<file path="config.mk">
export PLATFORM = sky130hd
export DESIGN_NAME = prio_irq_ctrl
export DESIGN_NICKNAME = d
export VERILOG_FILES = /design/src/rtl/irqc_pkg.sv /design/src/rtl/irqc_line_bank.sv /design/src/rtl/irqc_arbiter.sv /design/src/rtl/irqc_lvl_stack.sv /design/src/rtl/prio_irq_ctrl.sv
export SDC_FILE = /design/constraint.sdc
export NUM_CORES = 1
export LEC_CHECK = 0
export BUFFER_PORTS_ARGS = -buffer_cell sky130_fd_sc_hd__buf_2
export CAP_MARGIN = 25
export CORE_ASPECT_RATIO = 0.9
export CORE_UTILIZATION = 40
export DETAILED_ROUTE_END_ITERATION = 8
export GPL_ROUTABILITY_DRIVEN = 0
export HOLD_SLACK_MARGIN = 0.15
export PLACE_DENSITY = 0.68
export SYNTH_ARGS = -nofsm -noshare
export SYNTH_HDL_FRONTEND = slang
export SYNTH_SLANG_ARGS = --single-unit
</file>
<file path="constraint.sdc">
create_clock -name clk_i -period 23.5 [get_ports clk_i]
set_input_delay 0 -clock clk_i [delete_from_list [all_inputs] [get_ports clk_i]]
set_output_delay 0 -clock clk_i [all_outputs]
set_load 0.005 [all_outputs]
</file>
<file path="src/rtl/irqc_pkg.sv">
package irqc_pkg;
  typedef enum logic [2:0] {
    REG_EN   = 3'd0,
    REG_SETP = 3'd1,
    REG_CLRP = 3'd2,
    REG_PRIO = 3'd3,
    REG_THR  = 3'd4,
    REG_GRP  = 3'd5,
    REG_GDIS = 3'd6
  } reg_addr_e;
endpackage

</file>
<file path="src/rtl/irqc_line_bank.sv">
module irqc_line_bank
  import irqc_pkg::*;
#(
  parameter int N_LINES = 8,
  parameter int PRIO_W  = 3,
  parameter int DATA_W  = 32,
  localparam int IDX_W  = $clog2(N_LINES)
) (
  input  logic                      clk_i,
  input  logic                      rst_ni,
  input  logic [N_LINES-1:0]        irq_i,
  input  logic                      we_i,
  input  logic [2:0]                addr_i,
  input  logic [DATA_W-1:0]         wdata_i,
  input  logic                      ack_clr_i,
  input  logic [IDX_W-1:0]          ack_idx_i,
  output logic [N_LINES-1:0]        en_o,
  output logic [N_LINES-1:0]        pend_o,
  output logic [N_LINES*PRIO_W-1:0] prio_o,
  output logic [PRIO_W-1:0]         prio_sel_o
);
  logic [N_LINES-1:0] irq_q, en_q, pend_q, pend_d;
  logic [N_LINES-1:0] rise, sw_set, sw_clr, hw_clr;
  logic [IDX_W-1:0]   sel_q;
  logic               prio_wr;

  assign rise    = irq_i & ~irq_q;
  assign sw_set  = (we_i && addr_i == REG_SETP) ? wdata_i[N_LINES-1:0] : '0;
  assign sw_clr  = (we_i && addr_i == REG_CLRP) ? wdata_i[N_LINES-1:0] : '0;
  assign prio_wr = we_i && addr_i == REG_PRIO && (wdata_i[15:8] < 8'(N_LINES));

  always_comb begin
    hw_clr = '0;
    if (ack_clr_i) hw_clr[ack_idx_i] = 1'b1;
  end

  // set beats clear when both land in one cycle
  assign pend_d = (pend_q & ~(sw_clr | hw_clr)) | sw_set | rise;

  always_ff @(posedge clk_i or negedge rst_ni) begin
    if (!rst_ni) begin
      irq_q  <= '0;
      en_q   <= '0;
      pend_q <= '0;
      sel_q  <= '0;
    end else begin
      irq_q  <= irq_i;
      pend_q <= pend_d;
      if (we_i && addr_i == REG_EN) en_q <= wdata_i[N_LINES-1:0];
      if (prio_wr) sel_q <= wdata_i[8 +: IDX_W];
    end
  end

  for (genvar i = 0; i < N_LINES; i++) begin : g_line
    logic [PRIO_W-1:0] prio_q;
    always_ff @(posedge clk_i or negedge rst_ni) begin
      if (!rst_ni) prio_q <= '0;
      else if (prio_wr && wdata_i[15:8] == 8'(i)) prio_q <= wdata_i[PRIO_W-1:0];
    end
    assign prio_o[i*PRIO_W +: PRIO_W] = prio_q;


    pend_src_chk: assert property (@(posedge clk_i) disable iff (!rst_ni)
      $rose(pend_q[i]) |-> $past(rise[i] | sw_set[i]));
  end

  assign prio_sel_o = prio_o[sel_q*PRIO_W +: PRIO_W];
  assign en_o       = en_q;
  assign pend_o     = pend_q;


  ack_clear_chk: assert property (@(posedge clk_i) disable iff (!rst_ni)
    (ack_clr_i && !rise[ack_idx_i] && !sw_set[ack_idx_i]) |=> !pend_q[$past(ack_idx_i)]);
endmodule

</file>
<file path="src/rtl/irqc_arbiter.sv">
module irqc_arbiter #(
  parameter int N_LINES = 8,
  parameter int PRIO_W  = 3,
  localparam int IDX_W  = $clog2(N_LINES)
) (
  input  logic [N_LINES-1:0]        pend_i,
  input  logic [N_LINES-1:0]        en_i,
  input  logic [N_LINES*PRIO_W-1:0] prio_i,
  input  logic [PRIO_W-1:0]         thr_i,
  input  logic                      gdis_i,
  output logic                      vld_o,
  output logic [IDX_W-1:0]          id_o,
  output logic [PRIO_W-1:0]         prio_o
);
  logic [N_LINES-1:0] elig;

  for (genvar i = 0; i < N_LINES; i++) begin : g_elig
    logic [PRIO_W-1:0] p;
    assign p       = prio_i[i*PRIO_W +: PRIO_W];
    assign elig[i] = pend_i[i] & en_i[i] & ~gdis_i & ((thr_i == '0) | (p < thr_i));
  end

  // ascending scan with strict compare keeps the lowest index on ties
  always_comb begin
    vld_o  = 1'b0;
    id_o   = '0;
    prio_o = '1;
    for (int i = 0; i < N_LINES; i++) begin
      if (elig[i] && (!vld_o || prio_i[i*PRIO_W +: PRIO_W] < prio_o)) begin
        vld_o  = 1'b1;
        id_o   = IDX_W'(i);
        prio_o = prio_i[i*PRIO_W +: PRIO_W];
      end
    end
  end


  always_comb begin
    if (vld_o) begin
      win_enabled_chk: assert (en_i[id_o] && pend_i[id_o]);
    end
  end
endmodule

</file>
<file path="src/rtl/irqc_lvl_stack.sv">
module irqc_lvl_stack #(
  parameter int LVL_W    = 4,
  parameter int DEPTH    = 9,
  parameter int LVL_IDLE = 9,
  localparam int SP_W    = $clog2(DEPTH + 1)
) (
  input  logic             clk_i,
  input  logic             rst_ni,
  input  logic             push_i,
  input  logic [LVL_W-1:0] push_lvl_i,
  input  logic             pop_i,
  output logic [LVL_W-1:0] top_o
);
  logic [LVL_W-1:0] stk_q [DEPTH];
  logic [SP_W-1:0]  sp_q;

  always_ff @(posedge clk_i or negedge rst_ni) begin
    if (!rst_ni) begin
      sp_q <= '0;
      for (int i = 0; i < DEPTH; i++) stk_q[i] <= '0;
    end else if (push_i && pop_i) begin
      if (sp_q != '0) stk_q[sp_q-1'b1] <= push_lvl_i;
      else begin
        stk_q[0] <= push_lvl_i;
        sp_q     <= SP_W'(1);
      end
    end else if (push_i) begin
      if (sp_q < SP_W'(DEPTH)) begin
        stk_q[sp_q] <= push_lvl_i;
        sp_q        <= sp_q + 1'b1;
      end
    end else if (pop_i && sp_q != '0) begin
      sp_q <= sp_q - 1'b1;
    end
  end

  assign top_o = (sp_q == '0) ? LVL_W'(LVL_IDLE) : stk_q[sp_q-1'b1];


  no_overflow_chk: assert property (@(posedge clk_i) disable iff (!rst_ni)
    (push_i && !pop_i) |-> sp_q < SP_W'(DEPTH));


  nest_order_chk: assert property (@(posedge clk_i) disable iff (!rst_ni)
    (push_i && !pop_i) |-> push_lvl_i < top_o);
endmodule

</file>
<file path="src/rtl/prio_irq_ctrl.sv">
module prio_irq_ctrl
  import irqc_pkg::*;
#(
  parameter int N_LINES = 8,
  parameter int PRIO_W  = 3,
  parameter int DATA_W  = 32,
  localparam int IDX_W  = $clog2(N_LINES),
  localparam int GRP_W  = $clog2(PRIO_W + 1),
  localparam int LVL_W  = PRIO_W + 1,
  localparam int STK_D  = (1 << PRIO_W) + 1,
  localparam int LVL_IDLE = (1 << PRIO_W) + 1
) (
  input  logic               clk_i,
  input  logic               rst_ni,
  input  logic [N_LINES-1:0] irq_i,
  input  logic               nmi_i,
  input  logic               reg_we_i,
  input  logic               reg_re_i,
  input  logic [2:0]         reg_addr_i,
  input  logic [DATA_W-1:0]  reg_wdata_i,
  output logic [DATA_W-1:0]  reg_rdata_o,
  output logic               irq_req_o,
  output logic               irq_nmi_o,
  output logic [IDX_W-1:0]   irq_id_o,
  input  logic               irq_ack_i,
  input  logic               irq_ret_i
);
  logic [N_LINES-1:0]        en, pend;
  logic [N_LINES*PRIO_W-1:0] prio_flat;
  logic [PRIO_W-1:0]         prio_sel, thr_q, cand_prio;
  logic [GRP_W-1:0]          grp_q;
  logic                      gdis_q, nmi_q, nmi_pend_q;
  logic                      cand_vld, want_nmi, want_irq, accept;
  logic [IDX_W-1:0]          cand_id, id_q;
  logic [LVL_W-1:0]          cand_lvl, lvl_q, active_lvl;
  logic                      req_q, req_nmi_q;
  logic [DATA_W-1:0]         rdata_q;

  irqc_line_bank #(.N_LINES(N_LINES), .PRIO_W(PRIO_W), .DATA_W(DATA_W)) u_bank (
    .clk_i      (clk_i),
    .rst_ni     (rst_ni),
    .irq_i      (irq_i),
    .we_i       (reg_we_i),
    .addr_i     (reg_addr_i),
    .wdata_i    (reg_wdata_i),
    .ack_clr_i  (accept && !req_nmi_q),
    .ack_idx_i  (id_q),
    .en_o       (en),
    .pend_o     (pend),
    .prio_o     (prio_flat),
    .prio_sel_o (prio_sel)
  );

  irqc_arbiter #(.N_LINES(N_LINES), .PRIO_W(PRIO_W)) u_arb (
    .pend_i (pend),
    .en_i   (en),
    .prio_i (prio_flat),
    .thr_i  (thr_q),
    .gdis_i (gdis_q),
    .vld_o  (cand_vld),
    .id_o   (cand_id),
    .prio_o (cand_prio)
  );

  irqc_lvl_stack #(.LVL_W(LVL_W), .DEPTH(STK_D), .LVL_IDLE(LVL_IDLE)) u_stk (
    .clk_i      (clk_i),
    .rst_ni     (rst_ni),
    .push_i     (accept),
    .push_lvl_i (lvl_q),
    .pop_i      (irq_ret_i),
    .top_o      (active_lvl)
  );

  // level 0 is reserved for the non-maskable request
  assign cand_lvl = (LVL_W'({1'b0, cand_prio}) >> grp_q) + LVL_W'(1);
  assign want_nmi = nmi_pend_q && active_lvl != '0;
  assign want_irq = cand_vld && cand_lvl < active_lvl;
  assign accept   = req_q && irq_ack_i;

  always_ff @(posedge clk_i or negedge rst_ni) begin
    if (!rst_ni) begin
      thr_q      <= '0;
      grp_q      <= '0;
      gdis_q     <= 1'b0;
      nmi_q      <= 1'b0;
      nmi_pend_q <= 1'b0;
      req_q      <= 1'b0;
      req_nmi_q  <= 1'b0;
      id_q       <= '0;
      lvl_q      <= '0;
      rdata_q    <= '0;
    end else begin
      nmi_q <= nmi_i;
      if (nmi_i && !nmi_q) nmi_pend_q <= 1'b1;
      else if (accept && req_nmi_q) nmi_pend_q <= 1'b0;

      if (reg_we_i) begin
        unique case (reg_addr_i)
          REG_THR:  thr_q  <= reg_wdata_i[PRIO_W-1:0];
          REG_GRP:  grp_q  <= reg_wdata_i[GRP_W-1:0];
          REG_GDIS: gdis_q <= reg_wdata_i[0];
          default: ;
        endcase
      end

      if (!req_q) begin
        if (want_nmi) begin
          req_q     <= 1'b1;
          req_nmi_q <= 1'b1;
          lvl_q     <= '0;
        end else if (want_irq) begin
          req_q     <= 1'b1;
          req_nmi_q <= 1'b0;
          id_q      <= cand_id;
          lvl_q     <= cand_lvl;
        end
      end else if (irq_ack_i) begin
        req_q <= 1'b0;
      end

      if (reg_re_i) begin
        unique case (reg_addr_i)
          REG_EN:   rdata_q <= DATA_W'(en);
          REG_SETP,
          REG_CLRP: rdata_q <= DATA_W'(pend);
          REG_PRIO: rdata_q <= DATA_W'(prio_sel);
          REG_THR:  rdata_q <= DATA_W'(thr_q);
          REG_GRP:  rdata_q <= DATA_W'(grp_q);
          REG_GDIS: rdata_q <= DATA_W'(gdis_q);
          default:  rdata_q <= '0;
        endcase
      end
    end
  end

  assign irq_req_o   = req_q;
  assign irq_nmi_o   = req_q && req_nmi_q;
  assign irq_id_o    = id_q;
  assign reg_rdata_o = rdata_q;


  req_hold_chk: assert property (@(posedge clk_i) disable iff (!rst_ni)
    (req_q && !irq_ack_i) |=> (req_q && $stable(id_q) && $stable(req_nmi_q)));


  preempt_chk: assert property (@(posedge clk_i) disable iff (!rst_ni)
    req_q |-> lvl_q < active_lvl);


  gdis_block_chk: assert property (@(posedge clk_i) disable iff (!rst_ni)
    (gdis_q && !req_q && !(reg_we_i && reg_addr_i == REG_GDIS)) |=> (!req_q || req_nmi_q));


  nmi_lvl_chk: assert property (@(posedge clk_i) disable iff (!rst_ni)
    (req_q && req_nmi_q) |-> lvl_q == '0);
endmodule

</file>
==> reports/metrics.csv <==
stage,metric,value,unit
grt,largest net degree at the start of global routing,60,
clocking,Worst-Skew Late Latency,0.42,ns
timing,Clock Skews,0.00760,ns
routing,via-per-instance ratio,5.70,
worst_setup_path,Setup CP Type,reg2reg,
grt,first-pass GRT wire length,31500,microns
power,switching portion of total power,39.1,%
die,FP Rows,47,
logic_synthesis,top-area cell type share of the netlist area,37.5,%
timing,fmax,70.5,MHz
clocking,CTS tree,done,
place,Port-buffer cells,46,
logic_synthesis,most frequent cell after synthesis,dfrtp_1,
grt,met2 GRT Util,31.0,%
worst_setup_path,CP most frequent cell,ha_1,
worst_setup_path,Max stage delay on crit path,0.52,ns
logic_synthesis,Area contributors post-synth,"dfrtp_1 37%, mux2_2 10%, ha_1 5.7%",
timing,final number of max-transition violations,0,
logic_synthesis,post-synthesis cell count,777,
cells_and_area,Antenna Diode Count,0,
cells_and_area,final instance area,8910,sq um
run,max-cap violation count,0,
timing,final setup fails,0,
power,internal power,0.573,mW
cells_and_area,fillers,1706,
power,Gate power share,42.5,%
routing,remaining routing DRC violations,0,
place,dpl cell area,8040,sq um
clocking,clock sinks,116,
logic_synthesis,Ys Warns,0,
logic_synthesis,syn_area_per_cell,9.97,sq um
worst_setup_path,reg2reg start,thr_q[2]$_DFFE_PN0P_,
timing,minimum clock period,14.18,ns
logic_synthesis,Post-synth top flop,dfrtp_1,
cells_and_area,area growth from synthesis to layout,15.1,%
outcome,status,"complete, no violations",
die,Starting Density,41.4,%
grt,GRT Util Overall,20.2,%
power,P_sw,0.367,mW
worst_setup_path,CP required,23.81,ns
timing,Slew @ Worst Pin,0.951,ns
die,CORE AREA,18700,sq um
timing,RSZ-0062 raised after global routing,false,
routing,Iter 0 DRT Violations,385,
grt,GRT overflow,0,
logic_synthesis,synthesized area,7740,sq um
grt,GRT busiest layer,met2,
routing,WL/cell,17.2,microns
clocking,clk buf depth,2,
clocking,CTS H-tree depth,4,
timing,max_slew headroom,36.4,%
hold_path,hold wc startpoint,irq_ack_i,
routing,via count,6232,
power,leak pwr,4.15,nW
logic_synthesis,post-synthesis sequential area ratio,37.5,%
clocking,postcts setup bufs,0,
place,Detailed Place HPWL,13300,microns
clocking,CTS Root Cell,clkbuf_16,
worst_setup_path,cell family with most CP delay,compound AO/OA/AOI/OAI gates,
power,worst vdd ir,61.6,uV
power,clock share of power,26.3,%
die,die width,149,microns
worst_setup_path,CP arrival,14.49,ns
clocking,CTS buffer count,17,
cells_and_area,nets@finish,922,
routing,Detail Route Antenna Nets,0,
grt,vias in the first global route,6029,
power,sequential share of power,31.1,%
clocking,CTS resizes,0,
die,Die Span Y,134,microns
routing,DRT Wirelength,18800,microns
power,Cell Pwr Density,106,nW/um^2
routing,TritonRoute pass-1 iters,6,
logic_synthesis,"FF+latch count, synth",116,
logic_synthesis,cell taking the most area after synthesis,dfrtp_1,
hold_path,worst min path class,in2reg,
logic_synthesis,top post-synthesis cells by count,"116 x dfrtp_1, 70 x mux2_2, 61 x nand2_1",
worst_setup_path,CP Launch Type,register,
worst_setup_path,crit path max-delay cell type,a21boi_0,
timing,Hold Fails Final Rpt,0,
worst_setup_path,biggest fanout along the worst timing path,9,
logic_synthesis,synth unique cells,80,
logic_synthesis,Post-synth EDFFs,0,
grt,initial antenna violation count,0,
logic_synthesis,asr flop ratio synth,100,%
timing,Final Cycle Share,60.4,%
timing,setup TNS,0,ns
worst_setup_path,WP buf/inv,4,
worst_setup_path,CP startpoint,thr_q[2]$_DFFE_PN0P_,
grt,M3 GR Usage,4.49,%
clocking,clk slew on worst S/H paths,0.06,ns
cells_and_area,layout cells sized above 1,23.0,%
worst_setup_path,Worst Setup End Kind,register,
grt,met1 usage,28.2,%
die,full die area,19900,sq um
die,top-level port count,87,
[placed cells by master, fill, tap and decap left out, types with 4 or more instances in the layout]
cell type,synthesis,layout
a221o_1,9,9
a22o_1,4,4
clkbuf_1,27,5
nor3_1,14,14
nor3b_1,4,4
nand2b_1,9,9
a21o_1,13,13
inv_1,45,45
a31oi_1,9,9
conb_1,1,24
ha_1,35,35
or2b_1,5,5
and3_1,7,7
clkinv_2,0,4
and2_1,4,4
nand2_1,61,61
mux2_2,70,70
o21ai_1,4,4
mux4_2,14,14
dfrtp_1,116,116
nand3b_1,4,4
o211ai_1,11,11
nand3_1,11,11
a31o_2,5,5
o22ai_1,15,15
a21oi_1,40,40
dlygate4sd3_1,0,32
a211oi_1,13,13
nor2_1,42,42
or2_2,9,9
nor2b_1,11,11
o21ai_0,32,32
mux2i_1,23,23
clkbuf_16,0,17
buf_2,0,45
a22oi_1,9,9
o21a_1,4,4
[worst register-to-register path: cells and delay by family (launching register included)]
family                   cells  cell delay (ns)
AO/OA/AOI/OAI               31             7.68
AND/OR/NAND/NOR              7             1.41
buffers and inverters        4             0.45
XOR/XNOR                     1             0.16
adder cells (fa/ha/maj)     10             2.71
flip-flops                   1             0.40
multiplexers                 4             1.27
[final timing paths]
check / endpoint / slack (ns) / depth (start not counted)
max: irq_id_o[0]$_DFFE_PN0P_ / 9.32 / 57
min: irq_req_o$_DFF_PN0_ / 0.16 / 3
max reg2reg: irq_id_o[0]$_DFFE_PN0P_ / 9.32 / 57
min reg2reg: nmi_pend_q$_DFFE_PN0P_ / 0.44 / 1
max in group asynchronous: u_bank.g_line[6].prio_q[1]$_DFFE_PN0P_ / 22.08 / 3
min in group asynchronous: u_bank.g_line[1].prio_q[1]$_DFFE_PN0P_ / 0.17 / 2
[power groups by stage]
stage,sequential [mW],combinational (mW),clock (mW)
floorplan,0.267,0.328,0
global placement,0.294,0.383,0
detailed placement,0.295,0.389,0
CTS,0.292,0.396,0.251
global route,0.300,0.447,0.260
finish,0.293,0.400,0.248
[state kept, by name (all words and copies together) (netlist names)]
signal                cells
u_bank.sel_q              3
thr_q                     3
req_nmi_q                 1
u_stk.sp_q                4
nmi_q                     1
lvl_q                     4
reg_rdata_o               8
gdis_q                    1
u_bank.irq_q              8
u_stk.stk_q              36
u_bank.en_o               8
irq_id_o                  3
nmi_pend_q                1
irq_req_o                 1
u_bank.g_line.prio_q     24
grp_q                     2
u_bank.pend_o             8
[logic make-up (layout without fill, tap and decap cells)]
kind of cell             Yosys count  after routing  synth area share, %
AO/OA/AOI/OAI                    207            207                 19.2
multiplexers                     110            110                 17.8
buffers and inverters            107            156                 6.59
XOR/XNOR                           3              3                0.339
adder cells (fa/ha/maj)           37             37                 5.91
flip-flops                       116            116                 37.5
AND/OR/NAND/NOR                  196            196                 12.7
other                              1             24               0.0484
[stage by stage]
stage	power, mW	worst slack, ns	utilization, %	hold slack (ns)	std cells
finish	0.941	9.32	47.7	0.156	1094
global route	1.01	8.29	47.7	0.204	1094
CTS	0.940	9.50	47.7	0.151	1094
detailed placement	0.684	9.66	43.0	0.109	1031
global placement	0.676	9.81	43.0	0.102	1030
floorplan	0.595	11.44	-	-0.296	800
[per-layer routing]
| layer | vias up | share of wire (%) |
|---|---|---|
| met1 | 3092 | 48 |
| met2 | 176 | 45 |
| li1 | 2937 | - |
| met3 | 27 | 4.9 |
| met4 | 0 | 1.5 |
| met5 | - | 0 |
[layout make-up]
cell class	count	area [sq um]	share of cell area, %
clock inverters	9	106	1.19
inverters	45	169	1.89
clock buffers	22	444	4.98
flip-flops and latches	116	2900	32.6
repair buffers	80	568	6.37
multi-input cells	577	4420	49.6
well taps	245	307	3.44
[repair_timing]
action | CTS | global route
hold buffers | 32 | 0
endpoints found under the setup margin | 0 | 0
hold endpoints to repair | 128 | 0
Note: power is estimated with default switching activity, not from simulation.
